$ cat src/rtl/chain_rd_pkg.sv
package chain_rd_pkg;
  typedef enum logic [2:0] {
    RD_IDLE,
    RD_PREP,
    RD_CONV,
    RD_SHIFT,
    RD_DRAIN
  } rd_state_e;
endpackage

$ cat src/rtl/chain_rd_sckgen.sv
// Serial clock burst generator: high half then low half per pulse.
module chain_rd_sckgen #(
  parameter int SCK_HALF = 2,
  parameter int CNT_W    = 8
) (
  input  logic             clk,
  input  logic             rst_n,
  input  logic             run_i,
  input  logic [CNT_W-1:0] pulses_i,
  output logic             sck_hi_o,
  output logic             sample_o,
  output logic             first_o,
  output logic             last_o
);
  localparam int HW = (SCK_HALF > 1) ? $clog2(SCK_HALF) : 1;

  logic [HW-1:0]    half_q, half_d;
  logic             low_q, low_d;
  logic [CNT_W-1:0] pc_q, pc_d;
  logic             half_end;

  assign half_end = (half_q == HW'(SCK_HALF - 1));

  always_comb begin
    half_d = half_q;
    low_d  = low_q;
    pc_d   = pc_q;
    if (!run_i) begin
      half_d = '0;
      low_d  = 1'b0;
      pc_d   = '0;
    end else if (half_end) begin
      half_d = '0;
      low_d  = !low_q;
      if (low_q) pc_d = pc_q + 1'b1;
    end else begin
      half_d = half_q + 1'b1;
    end
  end

  always_ff @(posedge clk or negedge rst_n) begin
    if (!rst_n) begin
      half_q <= '0;
      low_q  <= 1'b0;
      pc_q   <= '0;
    end else begin
      half_q <= half_d;
      low_q  <= low_d;
      pc_q   <= pc_d;
    end
  end

  assign sck_hi_o = run_i && !low_q;
  assign sample_o = run_i && !low_q && half_end;
  assign first_o  = (pc_q == '0);
  assign last_o   = run_i && low_q && half_end && (pc_q == pulses_i - 1'b1);
endmodule

$ cat src/rtl/chain_rd_deser.sv
// Collects the whole chain's bits, then releases them a word at a time.
module chain_rd_deser #(
  parameter int NUM_ADC = 3,
  parameter int WORD_W  = 14
) (
  input  logic              clk,
  input  logic              rst_n,
  input  logic              shift_i,
  input  logic              bit_i,
  input  logic              pop_i,
  output logic [WORD_W-1:0] word_o
);
  localparam int BUF_W = NUM_ADC * WORD_W;

  logic [BUF_W-1:0] sreg_q, sreg_d;

  always_comb begin
    sreg_d = sreg_q;
    if (shift_i)    sreg_d = {sreg_q[BUF_W-2:0], bit_i};
    else if (pop_i) sreg_d = sreg_q << WORD_W;
  end

  always_ff @(posedge clk or negedge rst_n) begin
    if (!rst_n) sreg_q <= '0;
    else        sreg_q <= sreg_d;
  end

  assign word_o = sreg_q[BUF_W-1 -: WORD_W];
endmodule

$ cat src/rtl/chain_rd_seq.sv
// Frame sequencer: trigger, strobe, conversion wait, burst, drain.
module chain_rd_seq
  import chain_rd_pkg::*;
#(
  parameter int NUM_ADC     = 3,
  parameter int CONV_WAIT   = 40,
  parameter int TRIG_PERIOD = 400
) (
  input  logic      clk,
  input  logic      rst_n,
  input  logic      start_i,
  input  logic      auto_en_i,
  input  logic      busy_mode_i,
  input  logic      sdo_i,
  input  logic      burst_last_i,
  input  logic      word_ready_i,
  output rd_state_e state_o,
  output logic      mode_o,
  output logic      cnv_o,
  output logic      word_valid_o,
  output logic      pop_o
);
  localparam int CW_W = $clog2(CONV_WAIT + 1);
  localparam int TP_W = $clog2(TRIG_PERIOD + 1);
  localparam int WC_W = $clog2(NUM_ADC + 1);

  rd_state_e   state_q, state_d;
  logic        mode_q, mode_d;
  logic        pend_q, pend_d;
  logic [CW_W-1:0] wait_q, wait_d;
  logic [TP_W-1:0] per_q, per_d;
  logic [WC_W-1:0] wc_q, wc_d;
  logic        tick;

  assign tick = auto_en_i && (per_q == TP_W'(TRIG_PERIOD - 1));

  always_comb begin
    state_d = state_q;
    mode_d  = mode_q;
    wait_d  = wait_q;
    wc_d    = wc_q;
    pend_d  = pend_q | start_i | tick;
    if (!auto_en_i) per_d = '0;
    else if (tick)  per_d = '0;
    else            per_d = per_q + 1'b1;

    unique case (state_q)
      RD_IDLE: begin
        if (pend_q) begin
          pend_d  = start_i | tick;
          mode_d  = busy_mode_i;
          state_d = RD_PREP;
        end
      end
      RD_PREP: begin
        wait_d  = '0;
        state_d = RD_CONV;
      end
      RD_CONV: begin
        if (mode_q) begin
          if (sdo_i) state_d = RD_SHIFT;
        end else if (wait_q == CW_W'(CONV_WAIT - 1)) begin
          state_d = RD_SHIFT;
        end else begin
          wait_d = wait_q + 1'b1;
        end
      end
      RD_SHIFT: begin
        if (burst_last_i) begin
          wc_d    = '0;
          state_d = RD_DRAIN;
        end
      end
      RD_DRAIN: begin
        if (word_ready_i) begin
          if (wc_q == WC_W'(NUM_ADC - 1)) state_d = RD_IDLE;
          else                            wc_d    = wc_q + 1'b1;
        end
      end
      default: state_d = RD_IDLE;
    endcase
  end

  always_ff @(posedge clk or negedge rst_n) begin
    if (!rst_n) begin
      state_q <= RD_IDLE;
      mode_q  <= 1'b0;
      pend_q  <= 1'b0;
      wait_q  <= '0;
      per_q   <= '0;
      wc_q    <= '0;
    end else begin
      state_q <= state_d;
      mode_q  <= mode_d;
      pend_q  <= pend_d;
      wait_q  <= wait_d;
      per_q   <= per_d;
      wc_q    <= wc_d;
    end
  end

  assign state_o      = state_q;
  assign mode_o       = mode_q;
  assign cnv_o        = (state_q == RD_CONV) || (state_q == RD_SHIFT);
  assign word_valid_o = (state_q == RD_DRAIN);
  assign pop_o        = (state_q == RD_DRAIN) && word_ready_i;
endmodule

$ cat src/rtl/chain_rd.sv
module chain_rd
  import chain_rd_pkg::*;
#(
  parameter int NUM_ADC     = 3,
  parameter int WORD_W      = 14,
  parameter int SCK_HALF    = 2,
  parameter int CONV_WAIT   = 40,
  parameter int TRIG_PERIOD = 400
) (
  input  logic              clk,
  input  logic              rst_n,
  input  logic              start_i,
  input  logic              auto_en_i,
  input  logic              busy_mode_i,
  output logic              cnv_o,
  output logic              sck_o,
  input  logic              sdo_i,
  output logic [WORD_W-1:0] word_o,
  output logic              word_valid_o,
  input  logic              word_ready_i
);
  localparam int BITS    = NUM_ADC * WORD_W;
  localparam int PULSE_W = $clog2(BITS + 2);

  rd_state_e          state;
  logic               mode, pop, sck_hi, sample, first, last;
  logic [PULSE_W-1:0] pulses;

  assign pulses = PULSE_W'(BITS) + {{(PULSE_W-1){1'b0}}, mode};

  chain_rd_seq #(
    .NUM_ADC(NUM_ADC), .CONV_WAIT(CONV_WAIT), .TRIG_PERIOD(TRIG_PERIOD)
  ) u_seq (
    .clk(clk), .rst_n(rst_n), .start_i(start_i), .auto_en_i(auto_en_i),
    .busy_mode_i(busy_mode_i), .sdo_i(sdo_i), .burst_last_i(last),
    .word_ready_i(word_ready_i), .state_o(state), .mode_o(mode),
    .cnv_o(cnv_o), .word_valid_o(word_valid_o), .pop_o(pop)
  );

  chain_rd_sckgen #(.SCK_HALF(SCK_HALF), .CNT_W(PULSE_W)) u_sck (
    .clk(clk), .rst_n(rst_n), .run_i(state == RD_SHIFT), .pulses_i(pulses),
    .sck_hi_o(sck_hi), .sample_o(sample), .first_o(first), .last_o(last)
  );

  chain_rd_deser #(.NUM_ADC(NUM_ADC), .WORD_W(WORD_W)) u_deser (
    .clk(clk), .rst_n(rst_n), .shift_i(sample && !(mode && first)),
    .bit_i(sdo_i), .pop_i(pop), .word_o(word_o)
  );

  always_comb begin
    unique case (state)
      RD_PREP, RD_CONV: sck_o = mode;
      RD_SHIFT:         sck_o = sck_hi;
      default:          sck_o = 1'b0;
    endcase
  end
endmodule

$ cat config.mk
export PLATFORM = sky130hd
export DESIGN_NAME = chain_rd
export DESIGN_NICKNAME = d
export VERILOG_FILES = /design/src/rtl/chain_rd_pkg.sv /design/src/rtl/chain_rd_sckgen.sv /design/src/rtl/chain_rd_deser.sv /design/src/rtl/chain_rd_seq.sv /design/src/rtl/chain_rd.sv
export SDC_FILE = /design/constraint.sdc
export NUM_CORES = 1
export LEC_CHECK = 0
export BUFFER_PORTS_ARGS = -buffer_cell sky130_fd_sc_hd__clkbuf_2
export CORE_ASPECT_RATIO = 0.75
export CORE_MARGIN = 8
export CORE_UTILIZATION = 52
export CTS_CLUSTER_DIAMETER = 200
export DETAILED_ROUTE_END_ITERATION = 10
export HOLD_SLACK_MARGIN = 0.15
export PLACE_DENSITY = 0.69
export SLEW_MARGIN = 20
export SYNTH_ARGS = -nofsm -noshare
export SYNTH_HDL_FRONTEND = slang
export SYNTH_HIERARCHICAL = 1
export SYNTH_SLANG_ARGS = --single-unit
export TNS_END_PERCENT = 20
$ cat constraint.sdc
create_clock -name clk -period 2.3 [get_ports clk]
set_input_delay 0.23 -clock clk [delete_from_list [all_inputs] [get_ports clk]]
set_output_delay 0.23 -clock clk [all_outputs]
set_load 0.005 [all_outputs]
==> flow_summary.json, run 1 <==
{
  "outcome": "complete, no violations",
  "fp.dieW_um": 115,
  "rows": 27,
  "fin_tns_setup_ns": 0,
  "fin_ws_ns": 0.137,
  "design_area_mm2": 0.00418,
  "first_iter_violations": 182,
  "pre_cts_slack_ns": 0.176,
  "post_drt_wl_per_cell_um": 13.3,
  "cts_buffer_depth": 2,
  "cts.repair.resized": 0,
  "final_cells": 509,
  "cts-root-buf": "clkbuf_8",
  "first_global_vias": 2501,
  "start_util": 0.528,
  "multi_input_area_mm2": 0.00177,
  "rsz0062_at_grt": "false",
  "hold_ws_ns": 0.224,
  "ys_ff_latch": 72,
  "layout.cells.most_common": "dfrtp_1",
  "place_area_mm2": 0.00396,
  "via_count": 2550,
  "drc": 0,
  "criticalPathCategory": "flop to flop",
  "drv_slew": 0,
  "critPathTopFamily": "compound AO/OA/AOI/OAI gates",
  "core_region_area_mm2": 0.00723,
  "power_leakage_nw": 1.81,
  "final_cell_mix": "72 x dfrtp_1, 60 x nand2_1, 43 x o21ai_1",
  "cp.depth": 7,
  "timing.critical_path.buf_inv": 0,
  "grt_pass1_wl_mm": 11.9,
  "place.gp.congestion": 0.767,
  "dp_hpwl_mm": 4.59,
  "p_per_area_mw_per_mm2": 943,
  "antenna_found_initial": 0,
  "die_area_mm2": 0.0104,
  "crit_fanout": 5,
  "numCtsBuffers": 9,
  "hold_viol": 0,
  "cts.sinks": 72,
  "r2r_cells": 7,
  "setup_violations": 0,
  "post-route-period-util": 0.941,
  "drtPass1Iterations": 4,
  "layout-drive-gt1-share": 0.157,
  "io_pins": 24,
  "cts_tree": "yes",
  "antenna_cells": 0,
  "synth.cell_area_mm2": 0.00382,
  "worstPathCellList": "xnor2_2 -> xnor2_1 -> o31a_1 -> nor4_2 -> nand3_1 -> o21ai_1 -> mux2_1",
  "clkTransAtPathRegs_ns": 0.07,
  "overflow": 0,
  "h-tree-depth": 3,
  "slowest_stage": "dfrtp_1",
  "worst_slew_pin_slew_ns": 0.532,
  "drtAntennaViolNets": 0,
  "critPathLaunchType": "flop",
  "cts_setup_buffers": 0,
  "fmax_mhz": 462,
  "crit_path_max_incr_delay_ns": 0.47,
  "routed_via_density": 5.01,
  "seq_area_frac_synth": 0.472,
  "fin_skew_ns": 0.00777,
  "critPathArrivalTime_ns": 2.38,
  "insertion_delay_ns": 0.34,
  "yosys_warnings": 6,
  "area_growth_pct": 9.51,
  "io_buffers": 23,
  "grt_usage": 0.141,
  "final_nets": 416,
  "grt_max_degree": 43,
  "routed_wl_mm": 6.76,
  "placed_cells": 488,
  "worst_hold_path_type": "input port to flop",
  "hold_depth": 3,
  "fin_util": 0.578,
  "required_ns": 2.52,
  "synth_area_per_cell_um2": 10.1,
  "nFillCells": 635,
  "slew_headroom": 0.645,
  "finalPower_mw": 3.94,
  "end_kind": "flop",
  "regArea_mm2": 0.00180,
  "ir_drop_uv": 416,
  "yosysUniqueCellTypes": 50,
  "die_y_um": 90.2,
  "cap_violations": 0,
  "final.min_clock_period_ns": 2.16,
  "syn-instance-count": 378
}
per-layer routing:
layer  global-route usage  wire length, µm  up-vias  part of all wire
met2                0.211             3140       30              0.46
met4               0.0371               55        0            0.0081
met3               0.0461              246        4             0.036
met5                    0                0        -                 0
met1                0.190             3320     1223              0.49
li1                     -                -     1293                 -
flip-flops by register name, indices dropped and copies added, names as in the netlist:
signal and cells:
u_seq/pend_q 1, u_seq/wait_q 6, u_seq/per_q 9, u_sck/pc_q 6
u_seq/wc_q 2, u_deser/sreg_q 42, u_sck/low_q 1, u_seq/state_o 3
u_seq/mode_o 1, u_sck/half_end 1
cell type report:
class | instances | share of cell area
sequential | 72 | 0.431
multi-input combinational | 272 | 0.424
timing repair buffer | 39 | 0.0653
clock buffer | 11 | 0.0338
tap | 101 | 0.0302
inverter | 9 | 0.00808
clock inverter | 5 | 0.00778
repair_timing:
action                                  in CTS  in global routing
endpoints found under the hold margin       76                  0
hold buffers                                 5                  0
endpoints found under the setup margin       0                  0
path summary, 6_finish.rpt:
kind,startpoint,to,slack [ns]
worst max register to register,u_sck/pc_q[3]$_DFFE_PN0P_,u_seq/wc_q[1]$_DFFE_PN0P_,0.14
worst max-delay path,u_sck/pc_q[3]$_DFFE_PN0P_,u_seq/wc_q[1]$_DFFE_PN0P_,0.14
worst min register to register,u_seq/per_q[0]$_DFF_PN0_,u_seq/per_q[0]$_DFF_PN0_,0.47
min in group asynchronous,rst_n,u_seq/wc_q[0]$_DFFE_PN0P_,0.45
max in group asynchronous,rst_n,u_deser/sreg_q[27]$_DFFE_PN0P_,1.42
worst min-delay path,word_ready_i,u_seq/wc_q[0]$_DFFE_PN0P_,0.22
worst min-delay path, cell delays in order:
cell	delay (ns)
clkbuf_2	0.10
nand3b_1	0.10
mux2i_1	0.08
where the power goes:
group	leakage [nW]	internal [mW]	switching [mW]
logic	0.783	0.573	0.671
clock network	0.0813	0.417	0.462
registers	0.948	1.56	0.260
total	1.81	2.55	1.39
kinds of logic after synthesis:
family / after synthesis / share of synthesized area
other cells: 2 / 0.00197
mux: 37 / 0.0977
simple gates: 137 / 0.184
buf+inv: 42 / 0.0751
fa+ha+maj: 6 / 0.0197
flops: 72 / 0.472
xor+xnor: 22 / 0.0524
compound gates: 60 / 0.0977
Yosys cell counts, drive strengths merged:
cell type	instances	area share
nor4	3	0.0066
a21oi	4	0.0052
or3	1	0.0016
buf	31	0.064
xnor2	14	0.034
conb	2	0.0020
dfrtp	72	0.47
and3b	1	0.0023
or2	1	0.0016
a21boi	2	0.0039
nand3	5	0.0066
nor2	15	0.017
or3b	1	0.0029
nor3	2	0.0026
nor2b	4	0.0066
and3	1	0.0016
a211oi	2	0.0052
nand2	60	0.059
and2	10	0.016
nand3b	3	0.0059
o31a	2	0.0049
mux2i	35	0.092
o22a	1	0.0023
nand4	4	0.0066
inv	9	0.0088
o22ai	1	0.0016
nand2b	22	0.037
nand4b	2	0.0046
o21ai	44	0.058
ha	6	0.020
xor2	8	0.018
a2111oi	2	0.0079
o211ai	2	0.0088
mux2	2	0.0059
clkbuf	2	0.0023
nor3b	2	0.0052
(Power assumes the default switching activity.)
==> run 2: changes to the inputs <==
--- a/config.mk
+++ b/config.mk
@@ -5,6 +5,7 @@
 export SDC_FILE = /design/constraint.sdc
 export NUM_CORES = 1
 export LEC_CHECK = 0
+export ABC_AREA = 1
 export BUFFER_PORTS_ARGS = -buffer_cell sky130_fd_sc_hd__clkbuf_2
 export CORE_ASPECT_RATIO = 0.75
 export CORE_MARGIN = 8
==> flow_summary.json, run 2 <==
{
  "top_regs": "u_deser/sreg_q x42, u_seq/per_q x9",
  "critPathTopFamily": "simple AND/OR/NAND/NOR gates",
  "groute.layer.met2.usage": 0.238,
  "synth_area_per_cell_um2": 7.20,
  "first_iter_violations": 255,
  "synthTopCellsByArea": "dfrtp_1 46%, nand2_1 27%, inv_1 3.6%",
  "drtPass1Iterations": 5,
  "synth-async-reset-ratio": 1.00,
  "crit_path_max_incr_delay_ns": 0.51,
  "yosysTopAreaCell": "dfrtp_1",
  "criticalPathCategory": "flop to flop",
  "die_area_mm2": 0.0107,
  "fp.dieW_um": 117,
  "via_count": 3227,
  "first_global_vias": 3079,
  "hold_viol": 0,
  "layout.cells.most_common": "nand2_1",
  "grt_busiest_layer": "met2",
  "yosys_warnings": 6,
  "fin_ws_ns": 0.257,
  "fin_util": 0.595,
  "yosysMostFrequentCell": "nand2_1",
  "fin_skew_ns": 0.0108,
  "synth.cell_area_mm2": 0.00395,
  "post_drt_wl_per_cell_um": 11.3,
  "worstPathCellList": "nand2_1 -> nor2_2 -> nand3_2 -> clkinv_1 -> nand3_1 -> nor2_1 -> nand2_1 -> nor2_1 -> inv_1 -> nand2_1 -> nand2_1 -> nor2_4 -> nand2_2 -> nand2_1 -> nand2_1",
  "drv_slew": 0,
  "numCtsBuffers": 9,
  "insertion_delay_ns": 0.34,
  "routed_via_density": 4.74,
  "crit_fanout": 9,
  "final_nets": 588,
  "drtAntennaViolNets": 0,
  "antenna_cells": 0,
  "die_y_um": 91.5,
  "post-route-period-util": 0.888,
  "start_util": 0.537,
  "core_region_area_mm2": 0.00736,
  "outcome": "complete, no violations",
  "grt_max_degree": 73,
  "io_buffers": 23,
  "worst_slew_pin_slew_ns": 0.903,
  "syn-instance-count": 549,
  "final_cell_mix": "280 x nand2_1, 71 x dfrtp_1, 38 x inv_1",
  "fin_tns_setup_ns": 0,
  "pre_cts_slack_ns": 0.274,
  "grtUsageMet1": 0.213,
  "cts_tree": "yes",
  "cpMostUsedCell": "nand2_1",
  "clkTransAtPathRegs_ns": 0.07,
  "antenna_found_initial": 0,
  "place.gp.congestion": 0.867,
  "finalPower_mw": 4.74,
  "gr-usage-met3": 0.0410,
  "yosysTopAreaCellShare": 0.456,
  "worst_hold_path_type": "input port to flop",
  "cts_buffer_depth": 2,
  "slowest_stage": "dfrtp_1",
  "critPathLaunchType": "flop",
  "cap_violations": 0,
  "synth_edf_count": 0,
  "regMostFlops": "u_deser/sreg_q",
  "synth_common_cells": "280 x nand2_1, 72 x dfrtp_1, 38 x inv_1",
  "ir_drop_uv": 487,
  "fmax_mhz": 489,
  "rows": 27,
  "required_ns": 2.53,
  "setup_violations": 0,
  "largest_reg_flops": 42,
  "slew_headroom": 0.398,
  "timing.critical_path.buf_inv": 2,
  "cts-root-buf": "clkbuf_8",
  "critPathArrivalTime_ns": 2.27,
  "seq_area_frac_synth": 0.456,
  "layout-drive-gt1-share": 0.109,
  "final.min_clock_period_ns": 2.04,
  "ys_ff_latch": 72,
  "drc": 0,
  "ys.flop_type": "dfrtp_1",
  "overflow": 0,
  "h-tree-depth": 3,
  "power_leakage_nw": 2.38,
  "cts.sinks": 72,
  "end_kind": "flop",
  "routed_wl_mm": 7.69,
  "grt_usage": 0.155,
  "p_per_area_mw_per_mm2": 1080,
  "rsz0062_at_grt": "false",
  "grt_pass1_wl_mm": 13.7,
  "io_pins": 24,
  "dp_hpwl_mm": 5.24,
  "yosysUniqueCellTypes": 31,
  "area_growth_pct": 11.0
}
==> run 2: cell count changes after synthesis, moves of 10 or more <==
cell      delta
and2_1      -10
nor2_1      +17
xnor2_1     -10
nand2b_1    -21
mux2i_1     -35
inv_1       +29
nand2_1    +220
nand3_1     +22
o21ai_1     -37
==> run 2: logic make-up after synthesis <==
group	after synthesis	share of synthesized area
buf+inv	71	0.0937
xor+xnor	8	0.0177
other cells	2	0.00190
flops	72	0.456
fa+ha+maj	6	0.0190
simple gates	363	0.376
compound gates	27	0.0361
==> run 2: timing repair <==
action | in CTS | in global routing
endpoints found under the hold margin | 76 | 0
resized for setup | 0 | 1
hold buffers | 5 | 0
setup endpoints to repair | 0 | 1
buffers inserted | 0 | 0
==> run 2: worst min-delay path, stage by stage <==
cell and delay (ns):
clkbuf_2 0.08, inv_1 0.06, nand3_1 0.10, nand3_1 0.17, o21ai_1 0.07
==> run 2: where the power goes <==
group / total, mW / leakage [nW] / switching, mW / internal (mW)
Sequential: 2.05 / 0.945 / 0.367 / 1.68
Clock: 1.19 / 0.119 / 0.472 / 0.722
Combinational: 1.49 / 1.32 / 0.906 / 0.588
Total: 4.74 / 2.38 / 1.75 / 2.99
==> run 2: area by class of cell <==
type                            count  area, µm²
Timing Repair Buffer               34        225
Multi-Input combinational cell    417       1830
Inverter                           41        154
Fill cell                         711       2980
Tap cell                          101        126
Clock buffer                        9        124
Sequential cell                    72       1800
Clock inverter                      7        120
==> run 2: through the flow <==
stage | area, µm² | hold WS (ns) | std cells
after floorplan | 3990 | -0.0656 | 560
after global placement | 4090 | 0.431 | 660
after detailed placement | 4090 | 0.429 | 660
after CTS | 4380 | 0.386 | 681
after global routing | 4390 | 0.427 | 681
final | 4390 | 0.414 | 681
==> run 2: path summary, 6_finish.rpt <==
kind | cells after the start | endpoint | start | slack [ns]
max reg2reg | 15 | u_seq/state_o[1]$_DFFE_PN0P_ | u_seq/state_o[1]$_DFFE_PN0P_ | 0.26
max in group asynchronous | 2 | u_seq/mode_o$_DFFE_PN0P_ | rst_n | 1.12
min | 5 | u_seq/wc_q[1]$_DFFE_PN0P_ | word_ready_i | 0.41
max | 15 | u_seq/state_o[1]$_DFFE_PN0P_ | u_seq/state_o[1]$_DFFE_PN0P_ | 0.26
min in group asynchronous | 2 | u_deser/sreg_q[31]$_DFFE_PN0P_ | rst_n | 0.57
min reg2reg | 1 | u_seq/per_q[0]$_DFF_PN0_ | u_seq/per_q[0]$_DFF_PN0_ | 0.47
==> run 2: per-layer routing <==
| metal | vias to the layer above | wire length (µm) |
|---|---|---|
| met1 | 1465 | 3820 |
| li1 | 1702 | - |
| met5 | - | 0 |
| met4 | 0 | 53 |
| met3 | 6 | 327 |
| met2 | 54 | 3480 |
